File: src/rtl/bytebus_counter_pkg.sv
package bytebus_counter_pkg;
  typedef enum logic [1:0] {
    SEL_LO   = 2'd0,
    SEL_HI   = 2'd1,
    SEL_STAT = 2'd2,
    SEL_NONE = 2'd3
  } reg_sel_e;

  typedef enum logic {
    MODE_WRAP   = 1'b0,
    MODE_UPDOWN = 1'b1
  } cnt_mode_e;
endpackage

File: src/rtl/bbc_bus_port.sv
module bbc_bus_port
  import bytebus_counter_pkg::*;
#(
  parameter int BYTE_W = 8,
  localparam int CNT_W = 2 * BYTE_W
) (
  input  logic              clk_i,
  input  logic              rst_ni,
  input  logic [1:0]        addr_i,
  input  logic              wr_i,
  input  logic              rd_i,
  input  logic [BYTE_W-1:0] wdata_i,
  input  logic [CNT_W-1:0]  cnt_i,
  input  logic              ovf_i,
  output logic [BYTE_W-1:0] rdata_o,
  output logic [BYTE_W-1:0] temp_o,
  output logic              load_o,
  output logic [CNT_W-1:0]  load_val_o,
  output logic              ovf_clr_o
);
  reg_sel_e          sel;
  logic [BYTE_W-1:0] temp_q;

  assign sel = reg_sel_e'(addr_i);

  always_ff @(posedge clk_i or negedge rst_ni) begin
    if (!rst_ni) begin
      temp_q <= '0;
    end else if (wr_i && sel == SEL_HI) begin
      temp_q <= wdata_i;
    end else if (rd_i && sel == SEL_LO) begin
      temp_q <= cnt_i[CNT_W-1:BYTE_W];
    end
  end

  always_comb begin
    unique case (sel)
      SEL_LO:   rdata_o = cnt_i[BYTE_W-1:0];
      SEL_HI:   rdata_o = temp_q;
      SEL_STAT: rdata_o = {{(BYTE_W-1){1'b0}}, ovf_i};
      default:  rdata_o = '0;
    endcase
  end

  assign temp_o     = temp_q;
  assign load_o     = wr_i && sel == SEL_LO;
  assign load_val_o = {temp_q, wdata_i};
  assign ovf_clr_o  = wr_i && sel == SEL_STAT && wdata_i[0];
endmodule

File: src/rtl/bbc_count_core.sv
module bbc_count_core
  import bytebus_counter_pkg::*;
#(
  parameter int CNT_W = 16,
  parameter int SEL_W = 3
) (
  input  logic             clk_i,
  input  logic             rst_ni,
  input  logic             load_i,
  input  logic [CNT_W-1:0] load_val_i,
  input  logic             tick_i,
  input  logic [SEL_W-1:0] clk_sel_i,
  input  logic             mode_i,
  input  logic             clear_i,
  input  logic [CNT_W-1:0] top_i,
  output logic [CNT_W-1:0] cnt_o,
  output logic             ovf_set_o
);
  localparam logic [CNT_W-1:0] ONE = CNT_W'(1);

  logic [CNT_W-1:0] cnt_q, cnt_d;
  logic             up_q, up_d;
  logic             step_en;
  cnt_mode_e        mode;

  assign mode    = cnt_mode_e'(mode_i);
  assign step_en = tick_i && (clk_sel_i != '0) && !load_i;

  always_comb begin
    cnt_d     = cnt_q;
    up_d      = up_q;
    ovf_set_o = 1'b0;
    if (load_i) begin
      cnt_d = load_val_i;
    end else if (step_en) begin
      if (clear_i) begin
        cnt_d = '0;
      end else if (mode == MODE_WRAP) begin
        cnt_d     = cnt_q + ONE;
        ovf_set_o = (cnt_q == '1);
      end else if (cnt_q == '0) begin
        if (top_i != '0) begin
          cnt_d = ONE;
          up_d  = 1'b1;
        end
      end else if (up_q && cnt_q < top_i) begin
        cnt_d = cnt_q + ONE;
      end else begin
        cnt_d = cnt_q - ONE;
        up_d  = 1'b0;
        if (cnt_q == ONE) begin
          ovf_set_o = 1'b1;
          up_d      = 1'b1;
        end
      end
    end
  end

  always_ff @(posedge clk_i or negedge rst_ni) begin
    if (!rst_ni) begin
      cnt_q <= '0;
      up_q  <= 1'b1;
    end else begin
      cnt_q <= cnt_d;
      up_q  <= up_d;
    end
  end

  assign cnt_o = cnt_q;
endmodule

File: src/rtl/bbc_ovf_flag.sv
module bbc_ovf_flag (
  input  logic clk_i,
  input  logic rst_ni,
  input  logic set_i,
  input  logic clr_i,
  output logic flag_o
);
  always_ff @(posedge clk_i or negedge rst_ni) begin
    if (!rst_ni)     flag_o <= 1'b0;
    else if (set_i)  flag_o <= 1'b1;
    else if (clr_i)  flag_o <= 1'b0;
  end
endmodule

File: src/rtl/bytebus_counter.sv
module bytebus_counter
  import bytebus_counter_pkg::*;
#(
  parameter int BYTE_W = 8,
  parameter int SEL_W  = 3,
  localparam int CNT_W = 2 * BYTE_W
) (
  input  logic              clk_i,
  input  logic              rst_ni,
  input  logic [1:0]        addr_i,
  input  logic              wr_i,
  input  logic              rd_i,
  input  logic [BYTE_W-1:0] wdata_i,
  output logic [BYTE_W-1:0] rdata_o,
  input  logic              tick_i,
  input  logic [SEL_W-1:0]  clk_sel_i,
  input  logic              mode_i,
  input  logic              clear_i,
  input  logic [CNT_W-1:0]  top_i,
  output logic              top_o,
  output logic              bottom_o,
  output logic              ovf_o
);
  logic [CNT_W-1:0]  cnt_q;
  logic [CNT_W-1:0]  load_val;
  logic [BYTE_W-1:0] temp_q;
  logic              load, ovf_set, ovf_clr, ovf_q;

  bbc_bus_port #(.BYTE_W(BYTE_W)) u_bus (
    .clk_i      (clk_i),
    .rst_ni     (rst_ni),
    .addr_i     (addr_i),
    .wr_i       (wr_i),
    .rd_i       (rd_i),
    .wdata_i    (wdata_i),
    .cnt_i      (cnt_q),
    .ovf_i      (ovf_q),
    .rdata_o    (rdata_o),
    .temp_o     (temp_q),
    .load_o     (load),
    .load_val_o (load_val),
    .ovf_clr_o  (ovf_clr)
  );

  bbc_count_core #(.CNT_W(CNT_W), .SEL_W(SEL_W)) u_core (
    .clk_i      (clk_i),
    .rst_ni     (rst_ni),
    .load_i     (load),
    .load_val_i (load_val),
    .tick_i     (tick_i),
    .clk_sel_i  (clk_sel_i),
    .mode_i     (mode_i),
    .clear_i    (clear_i),
    .top_i      (top_i),
    .cnt_o      (cnt_q),
    .ovf_set_o  (ovf_set)
  );

  bbc_ovf_flag u_flag (
    .clk_i  (clk_i),
    .rst_ni (rst_ni),
    .set_i  (ovf_set),
    .clr_i  (ovf_clr),
    .flag_o (ovf_q)
  );

  assign top_o    = (cnt_q == top_i);
  assign bottom_o = (cnt_q == '0);
  assign ovf_o    = ovf_q;
endmodule

File: config.mk
export PLATFORM = sky130hd
export DESIGN_NAME = bytebus_counter
export DESIGN_NICKNAME = d
export VERILOG_FILES = /design/src/rtl/bytebus_counter_pkg.sv /design/src/rtl/bbc_bus_port.sv /design/src/rtl/bbc_count_core.sv /design/src/rtl/bbc_ovf_flag.sv /design/src/rtl/bytebus_counter.sv
export SDC_FILE = /design/constraint.sdc
export NUM_CORES = 1
export LEC_CHECK = 0
export CAP_MARGIN = 0
export CORE_MARGIN = 8
export CORE_UTILIZATION = 48
export CTS_CLUSTER_DIAMETER = 100
export DETAILED_ROUTE_END_ITERATION = 8
export PLACE_DENSITY_LB_ADDON = 0.1
export SYNTH_ARGS = -nofsm -noshare
export SYNTH_HDL_FRONTEND = slang
export SYNTH_SLANG_ARGS = --single-unit
File: constraint.sdc
create_clock -name clk_i -period 2.7 [get_ports clk_i]
set_input_delay 0.405 -clock clk_i [delete_from_list [all_inputs] [get_ports clk_i]]
set_output_delay 0.405 -clock clk_i [all_outputs]
set_load 0.02 [all_outputs]
==> impl_metrics.toml, run 1 <==
[timing]
period_needed_ns = 2.72
drv_slew = 0
finClkSkew_ns = 0.00279
finalCritPeriodShare_pct = 101
setup-violations-final = 1
fmax_ghz = 0.368
worst_pin_slew_ns = 0.712
setup_slack_ns = -0.0180
hold_viol = 0
relSlewSlack_pct = 52.1

[synthesis]
yosysTopAreaCell = "dfrtp_1"
yosysTopAreaCellShare_pct = 24.8
yosys-top-cells-area = "dfrtp_1, mux2i_1, ha_1"
seq_area_frac_synth_pct = 25.8
avgSynthCellArea_sq_um = 8.12
ys.flop_type = "dfrtp_1"
syn-num-nets = 367
syn_area_sq_um = 2520
netlist_instances = 311
synth_warnings = 0
synthArstFlopShare_pct = 100
synth-seq-cells = 26
synth-edff-count = 0
yosysUniqueCellTypes = 59

[layout]
finalInstanceArea_sq_um = 3700
finish.net_count = 446
antenna_cells = 0
drive_gt1_share_pct = 24.4
area_delta_synth_final_pct = 46.7

[pwr]
peakVddDrop_v = 0.000347
p_comb_share_pct = 56.5
internal-power_mw = 1.23
clkPwrFrac_pct = 16.3
leakage_nw = 1.67
seq_power_share_pct = 27.1
p_sw_mw = 0.830
powerDensity_nw_per_um2 = 557
sw_frac_of_total_pct = 40.2

[place]
portBuffers = 46
gp_routability_congestion = 0.986
placed_cell_area_sq_um = 3290
hpwlAfterDp_mm = 6.61
dpl_worst_slack_ns = -0.448

[clocking]
cts-htree-levels = 1
clkSinkCount = 26
ctsLongestPathBuffers = 2
numCtsBuffers = 3
clk_latency_ns = 0.28
cts_tree = "yes"
cts.clk_slew.worst_paths_ns = 0.10
clockRootBuffer = "clkbuf_8"

[global_routing]
grt_pass1_vias = 2760
track_usage_pct = 23.2
grt_max_degree = 27
antenna_found_initial = 0
overflow = 0
grt_pass1_wl_mm = 14.1

[route]
vias = 2861
dr.first_iter.drc_count = 466
drc = 0
wl_met2_mm = 4.18
wl_met1_mm = 3.78
first_pass_iters = 6
met3WireLength_microns = 892
wl_per_cell_microns = 20.1
wl_mm = 9.23
dr.max_layer_used = "met4"
detail-route-antenna-nets = 0
via_per_inst = 6.23

[setup_path]
critPathKind = "reg2reg"
cp_slowest_cell = "nor4_1"
critPathMaxFanout = 10
endpoint_kind = "register"
start_kind = "register"
critPathMaxStageDelay_ns = 0.53
cp.arrival_ns = 2.88
critPathTopFamily = "simple AND/OR/NAND/NOR gates"
crit_buf_inv = 1
crit_chain = "buf_4 > nor4_1 > nand3_1 > or3_4 > and2_4 > a21o_1 > a221o_1"
critPathRequiredTime_ns = 2.87

[outcome]
violations = "negative setup slack"
status = "finished, violations left"

[floorplan]
initial_utilization_pct = 49.4
fp.coreArea_sq_um = 5110
die-area_sq_um = 7840
die_h_microns = 88.5
die_w_microns = 88.5
io_pins = 47
rows = 26

[min_path]
hp-class = "in2async"

[flow_run]
cap_violations = 0
-- path summary, 6_finish.rpt --
path                                              start                     endpoint  slack (ns)  cells after the start
setup / recovery           u_core.cnt_o[14]$_DFFE_PN0P_  u_core.cnt_o[3]$_DFFE_PN0P_       -0.02                      7
hold / removal                                   rst_ni  u_bus.temp_o[6]$_DFFE_PN0P_        0.49                      2
setup reg to reg           u_core.cnt_o[14]$_DFFE_PN0P_  u_core.cnt_o[3]$_DFFE_PN0P_       -0.02                      7
max in group asynchronous                        rst_ni      u_core.up_q$_DFFE_PN1P_        1.89                      2
hold reg to reg                 u_core.up_q$_DFFE_PN1P_      u_core.up_q$_DFFE_PN1P_        0.55                      2
min in group clk_i              u_core.up_q$_DFFE_PN1P_      u_core.up_q$_DFFE_PN1P_        0.55                      2
-- registers in the layout, summed over array words and instances (netlist names) --
register	cells
u_flag.flag_o	1
u_core.up_q	1
u_bus.temp_o	8
u_core.cnt_o	16
-- synthesized netlist by cell type (7+ instances only) --
cell type	n
nand2_1	32
mux2i_1	27
dfrtp_1	25
inv_1	24
ha_1	20
o21ai_0	20
nor2_1	15
a21oi_1	13
clkbuf_1	11
nor3_1	11
nand3_1	10
nor4_1	9
nand4_1	7
-- cell families after synthesis --
family	Yosys count	share of synthesized area (%)
xor gates and xnor gates	1	0.347
muxes	27	10.7
AOI/OAI and AO/OA	72	19.5
buffers and inverters	42	6.99
adders and majority gates	20	9.91
DFF	26	25.8
and+or+nand+nor	123	26.7
-- worst register-to-register path, cell delays in order (launching register included) --
cell and delay (ns):
dfrtp_1 0.43, buf_4 0.19, nor4_1 0.53, nand3_1 0.24, or3_4 0.47, and2_4 0.21
a21o_1 0.20, a221o_1 0.34
-- what timing repair did --
| action | CTS | global route |
|---|---|---|
| hold endpoints to repair | 0 | 0 |
| pin swaps | 7 | 13 |
| hold buffers | 0 | 0 |
| setup buffers | 2 | 4 |
| setup endpoints to repair | 15 | 16 |
| cloned | 0 | 2 |
| gates resized for setup | 18 | 36 |
-- layout by cell type, fill, tap and decap left out, drive strengths merged, types with 10 or more instances in the layout --
| cell | synthesis | layout |
|---|---|---|
| nand3 | 10 | 10 |
| mux2i | 27 | 27 |
| dfrtp | 25 | 25 |
| nor3 | 11 | 11 |
| dlymetal6s2s | 0 | 10 |
| nand2 | 32 | 32 |
| inv | 24 | 24 |
| o21ai | 21 | 22 |
| buf | 7 | 44 |
| ha | 20 | 20 |
| nor2 | 15 | 15 |
| a21oi | 13 | 13 |
| clkdlybuf4s50 | 0 | 33 |
-- routing by layer --
| metal | global-route usage (%) | vias up |
|---|---|---|
| met2 | 36.9 | 188 |
| met3 | 4.36 | 35 |
| met1 | 29.7 | 1322 |
| met5 | 0 | - |
| li1 | - | 1316 |
| met4 | 10.4 | 0 |
-- final cells by class --
type | instances | area [sq um]
flip-flops and latches | 26 | 652
clock inverters | 1 | 30.0
well taps | 70 | 87.6
multi-input cells | 244 | 1950
clock buffers | 3 | 41.3
fillers | 404 | 1400
inverters | 24 | 90.1
repair buffers | 91 | 853
-- power by group through the flow --
stage	logic [mW]	registers, mW	clock network (mW)
floorplan	0.531	0.556	0
global placement	0.937	0.551	0
detailed placement	0.947	0.553	0
CTS	1.01	0.550	0.339
global route	1.25	0.570	0.359
finish	1.17	0.560	0.337
-- metrics by stage --
stage,power [mW],hold WS (ns),setup TNS [ns],std cells,utilization (%)
after global routing,2.18,0.507,-0.290,459,72.5
after global placement,1.49,0.487,-3.78,447,64.5
after floorplan,1.09,0.109,-0.0860,311,-
final,2.06,0.489,-0.0180,459,72.5
after detailed placement,1.50,0.469,-5.31,447,64.5
after CTS,1.90,0.497,0,453,68.1
No activity file was read; power rests on OpenSTA's default activity.
==> run 2: changes to the inputs <==
Settings changed: CORE_UTILIZATION 48 to 55, DONT_BUFFER_PORTS set to 1, REMOVE_ABC_BUFFERS set to 1, TNS_END_PERCENT set to 5.
==> impl_metrics.toml, run 2 (synthesis results as in run 1) <==
[timing]
finalCritPeriodShare_pct = 97.8
holdWs_ns = 0.239
hold_viol = 0
worst_pin_slew_ns = 0.643
drv_slew = 0
fmax_ghz = 0.379
setup-violations-final = 0
relSlewSlack_pct = 56.7
timing.setup.tns_ns = 0
finClkSkew_ns = 0.00315
period_needed_ns = 2.64
rsz0062_at_grt = "false"

[clocking]
numCtsBuffers = 3
clkSinkCount = 26
cts_tree = "yes"
clockRootBuffer = "clkbuf_8"
cts-htree-levels = 1
cts.clk_slew.worst_paths_ns = 0.10
ctsLongestPathBuffers = 2
clk_latency_ns = 0.28

[route]
detail-route-antenna-nets = 0
via_per_inst = 6.60
wl_per_cell_microns = 21.5
vias = 2489
first_pass_iters = 4
wl_mm = 8.12
dr.first_iter.drc_count = 188
drc = 0

[setup_path]
critPathRequiredTime_ns = 2.87
crit_chain = "or4_1 > or4_4 > or3_4 > and2_4 > a21o_1 > a221o_1"
start_kind = "register"
critPathMaxStageDelay_ns = 0.58
r2r_slack_ns = 0.06
endpoint_kind = "register"
critPathMaxFanout = 10
cp.arrival_ns = 2.81
critPathKind = "reg2reg"
cp_slowest_cell = "or4_1"

[pwr]
powerDensity_nw_per_um2 = 620
leakage_nw = 1.28
peakVddDrop_v = 0.000427

[layout]
antenna_cells = 0
n_fill_cell = 395
instances_no_fill = 377
finish.net_count = 382
drive_gt1_share_pct = 16.6
largest_register_ffs = 16
final_cell_mix = "nand2_1, mux2i_1, buf_4, dfrtp_1, inv_1"
final_common_cell = "nand2_1"
area_delta_synth_final_pct = 13.9

[global_routing]
grt_pass1_vias = 2452
antenna_found_initial = 0
grt_pass1_wl_mm = 13.0
overflow = 0
grt_max_degree = 27
track_usage_pct = 22.3

[flow_run]
cap_violations = 0

[floorplan]
initial_utilization_pct = 57.6
die-area_sq_um = 7010
die_h_microns = 83.8
rows = 24
fp.coreArea_sq_um = 4380
io_pins = 47
die_w_microns = 83.8

[min_path]
hp-class = "in2reg"

[place]
portBuffers = 0
gp_routability_congestion = 0.938
placed_cells = 370
hpwlAfterDp_mm = 6.38

[outcome]
status = "complete, no violations"
## run 2: layout make-up
class	count	area, sq um	area share [%]
clock buffer	3	41.3	1.44
sequential	26	652	22.7
tap	52	65.1	2.26
multi-input combinational	243	1760	61.2
inverter	24	90.1	3.13
clock inverter	1	30.0	1.04
timing repair buffer	28	238	8.26
## run 2: metrics by stage
step                      power [mW]  instance area (sq um)  util, %  worst slack, ns
final                           1.78                   2880     65.6           0.0584
after global routing            1.89                   2880     65.6          0.00235
after CTS                       1.73                   2810     64.2           0.0573
after detailed placement        1.38                   2710     61.9           0.0768
after global placement          1.38                   2710     61.9            0.128
after floorplan                 1.05                   2440        -           -0.901
## run 2: repair_timing
item                                   in CTS  in global routing
resized for setup                           0                 10
endpoints found under the hold margin      26                  0
hold buffers                                2                  0
setup buffers                               0                  1
setup endpoints to repair                   0                  9
## run 2: final timing paths
path,startpoint,end,depth (start not counted)
min in group asynchronous,rst_ni,u_core.cnt_o[12]$_DFFE_PN0P_,2
setup reg to reg,u_core.cnt_o[6]$_DFFE_PN0P_,u_core.cnt_o[2]$_DFFE_PN0P_,6
max in group asynchronous,rst_ni,u_core.up_q$_DFFE_PN1P_,2
setup / recovery,u_core.cnt_o[6]$_DFFE_PN0P_,u_core.cnt_o[2]$_DFFE_PN0P_,6
hold / removal,wdata_i[2],u_bus.temp_o[2]$_DFFE_PN0P_,2
hold reg to reg,u_core.up_q$_DFFE_PN1P_,u_core.up_q$_DFFE_PN1P_,2
## run 2: layer usage
| layer | vias up | global-route usage, % | part of all wire, % |
|---|---|---|---|
| met5 | - | 0 | 0 |
| met4 | 0 | 5.34 | 1.3 |
| met3 | 10 | 4.49 | 6.0 |
| met2 | 88 | 37.3 | 49 |
| met1 | 1203 | 28.4 | 44 |
| li1 | 1188 | - | - |
## run 2: worst max-delay path: cells and delay by family, from the launching register on
| kind | cells | cell delay (ns) |
|---|---|---|
| flops | 1 | 0.39 |
| simple gates | 4 | 1.69 |
| compound gates | 2 | 0.45 |
## run 2: report_power, final
group	switching (mW)	internal [mW]	total (mW)
Sequential	0.0690	0.481	0.550
Combinational	0.519	0.375	0.894
Clock	0.143	0.199	0.341
==> run 3: changes to the inputs <==
==> constraint.sdc (replaced) <==
create_clock -name clk_i -period 2.7 [get_ports clk_i]
set_input_delay 0.54 -clock clk_i [delete_from_list [all_inputs] [get_ports clk_i]]
set_output_delay 0.54 -clock clk_i [all_outputs]
set_load 0.02 [all_outputs]
==> impl_metrics.toml, run 3 (synthesis results as in run 1) <==
[clocking]
clkSinkCount = 26
cts_tree = "yes"
numCtsBuffers = 3
clk_latency_ns = 0.28
post_cts_buffers = 0
clockRootBuffer = "clkbuf_8"
cts.clk_slew.worst_paths_ns = 0.09
cts-htree-levels = 1
ctsLongestPathBuffers = 2

[layout]
final_common_cell = "nand2_1"
finish.net_count = 386
finalInstanceArea_sq_um = 2850
largest_register_ffs = 16
multi_input_area_sq_um = 1730
area_delta_synth_final_pct = 13.0
final_cell_mix = "nand2_1, buf_4, mux2i_1"
n_fill_cell = 392
seqCellArea_sq_um = 652
drive_gt1_share_pct = 16.1
antenna_cells = 0
final_util_pct = 65.1

[place]
portBuffers = 0
gp_routability_congestion = 0.958
placed_cell_area_sq_um = 2760
dpl_worst_slack_ns = -0.0216
hpwlAfterDp_mm = 6.41

[global_routing]
grt_pass1_vias = 2525
overflow = 0
grt_pass1_wl_mm = 13.2
track_usage_pct = 23.0
grt_max_degree = 26
antenna_found_initial = 0

[route]
wl_met1_mm = 3.52
via_per_inst = 6.46
detail-route-antenna-nets = 0
wl_met2_mm = 3.79
met3WireLength_microns = 497
first_pass_iters = 4
wl_mm = 8.10
dr.max_layer_used = "met4"
vias = 2461
dr.first_iter.drc_count = 179
wl_per_cell_microns = 21.3
drc = 0

[floorplan]
die_w_microns = 83.8
initial_utilization_pct = 57.6
io_pins = 47
rows = 24
die_h_microns = 83.8
die-area_sq_um = 7010
fp.coreArea_sq_um = 4380

[min_path]
hp-class = "in2async"

[timing]
hold_viol = 0
drv_slew = 0
holdWs_ns = 0.0711
fmax_ghz = 0.378
worst_pin_slew_ns = 0.643
finalCritPeriodShare_pct = 98.0
period_needed_ns = 2.64
setup-violations-final = 0
finClkSkew_ns = 0.00454
relSlewSlack_pct = 56.7
setup_slack_ns = 0.0551

[pwr]
power_mw = 1.68
powerDensity_nw_per_um2 = 588
leakage_nw = 1.29
peakVddDrop_v = 0.000372

[setup_path]
critPathRequiredTime_ns = 2.86
critPathMaxFanout = 10
start_kind = "register"
critPathKind = "reg2reg"
endpoint_kind = "register"
cp.arrival_ns = 2.81

[outcome]
status = "complete, no violations"

[flow_run]
cap_violations = 0
## run 3: changes by cell type in the layout (fill, tap and decap cells not counted), moves of 2 or more
cell and change:
buf_4 +5, a21oi_1 +2, a21oi_2 -2, ha_1 +2, ha_4 -2
## run 3: where the power goes
group / switching [mW] / leakage, nW / internal, mW / total, mW
logic: 0.499 / 0.935 / 0.363 / 0.863
clock network: 0.131 / 0.0288 / 0.131 / 0.262
registers: 0.0730 / 0.328 / 0.481 / 0.554
total: 0.703 / 1.29 / 0.975 / 1.68
## run 3: area by class of cell
| class | instances | share of cell area (%) |
|---|---|---|
| repair buffers | 32 | 9.29 |
| multi-input cells | 243 | 60.5 |
| flip-flops and latches | 26 | 22.8 |
| clock buffers | 4 | 1.93 |
| well taps | 52 | 2.28 |
| inverters | 24 | 3.16 |
## run 3: repair_timing
item                       4_1_cts  5_1_grt
setup endpoints to repair        0        9
hold endpoints to repair        25        0
hold buffers                     1        0
gates resized for setup          0        5
## run 3: worst max-delay path, cell delays in order (launching register included)
cell,delay [ns]
dfrtp_1,0.38
or4_1,0.56
or4_4,0.47
or3_4,0.42
and2_4,0.23
a21o_1,0.17
a221o_1,0.30
## run 3: per-layer routing
layer	global-route usage (%)	vias up
li1	-	1195
met1	28.6	1159
met3	4.49	20
met4	10.4	0
met2	37.1	87
met5	0	-
## run 3: stage by stage
step | cells | setup TNS, ns
floorplan | 293 | -13.59
global placement | 376 | 0
detailed placement | 376 | -0.0216
CTS | 381 | 0
global route | 381 | -0.0246
finish | 381 | 0
## run 3: worst paths after layout
kind / from / to / slack (ns) / cells after the start
min in group clk_i: wdata_i[0] / u_bus.temp_o[0]$_DFFE_PN0P_ / 0.38 / 2
max in group asynchronous: rst_ni / u_core.cnt_o[2]$_DFFE_PN0P_ / 2.48 / 1
min: rst_ni / u_bus.temp_o[0]$_DFFE_PN0P_ / 0.07 / 1
max reg2reg: u_core.cnt_o[6]$_DFFE_PN0P_ / u_core.cnt_o[2]$_DFFE_PN0P_ / 0.06 / 6
min reg2reg: u_core.up_q$_DFFE_PN1P_ / u_core.up_q$_DFFE_PN1P_ / 0.54 / 2
max: u_core.cnt_o[6]$_DFFE_PN0P_ / u_core.cnt_o[2]$_DFFE_PN0P_ / 0.06 / 6
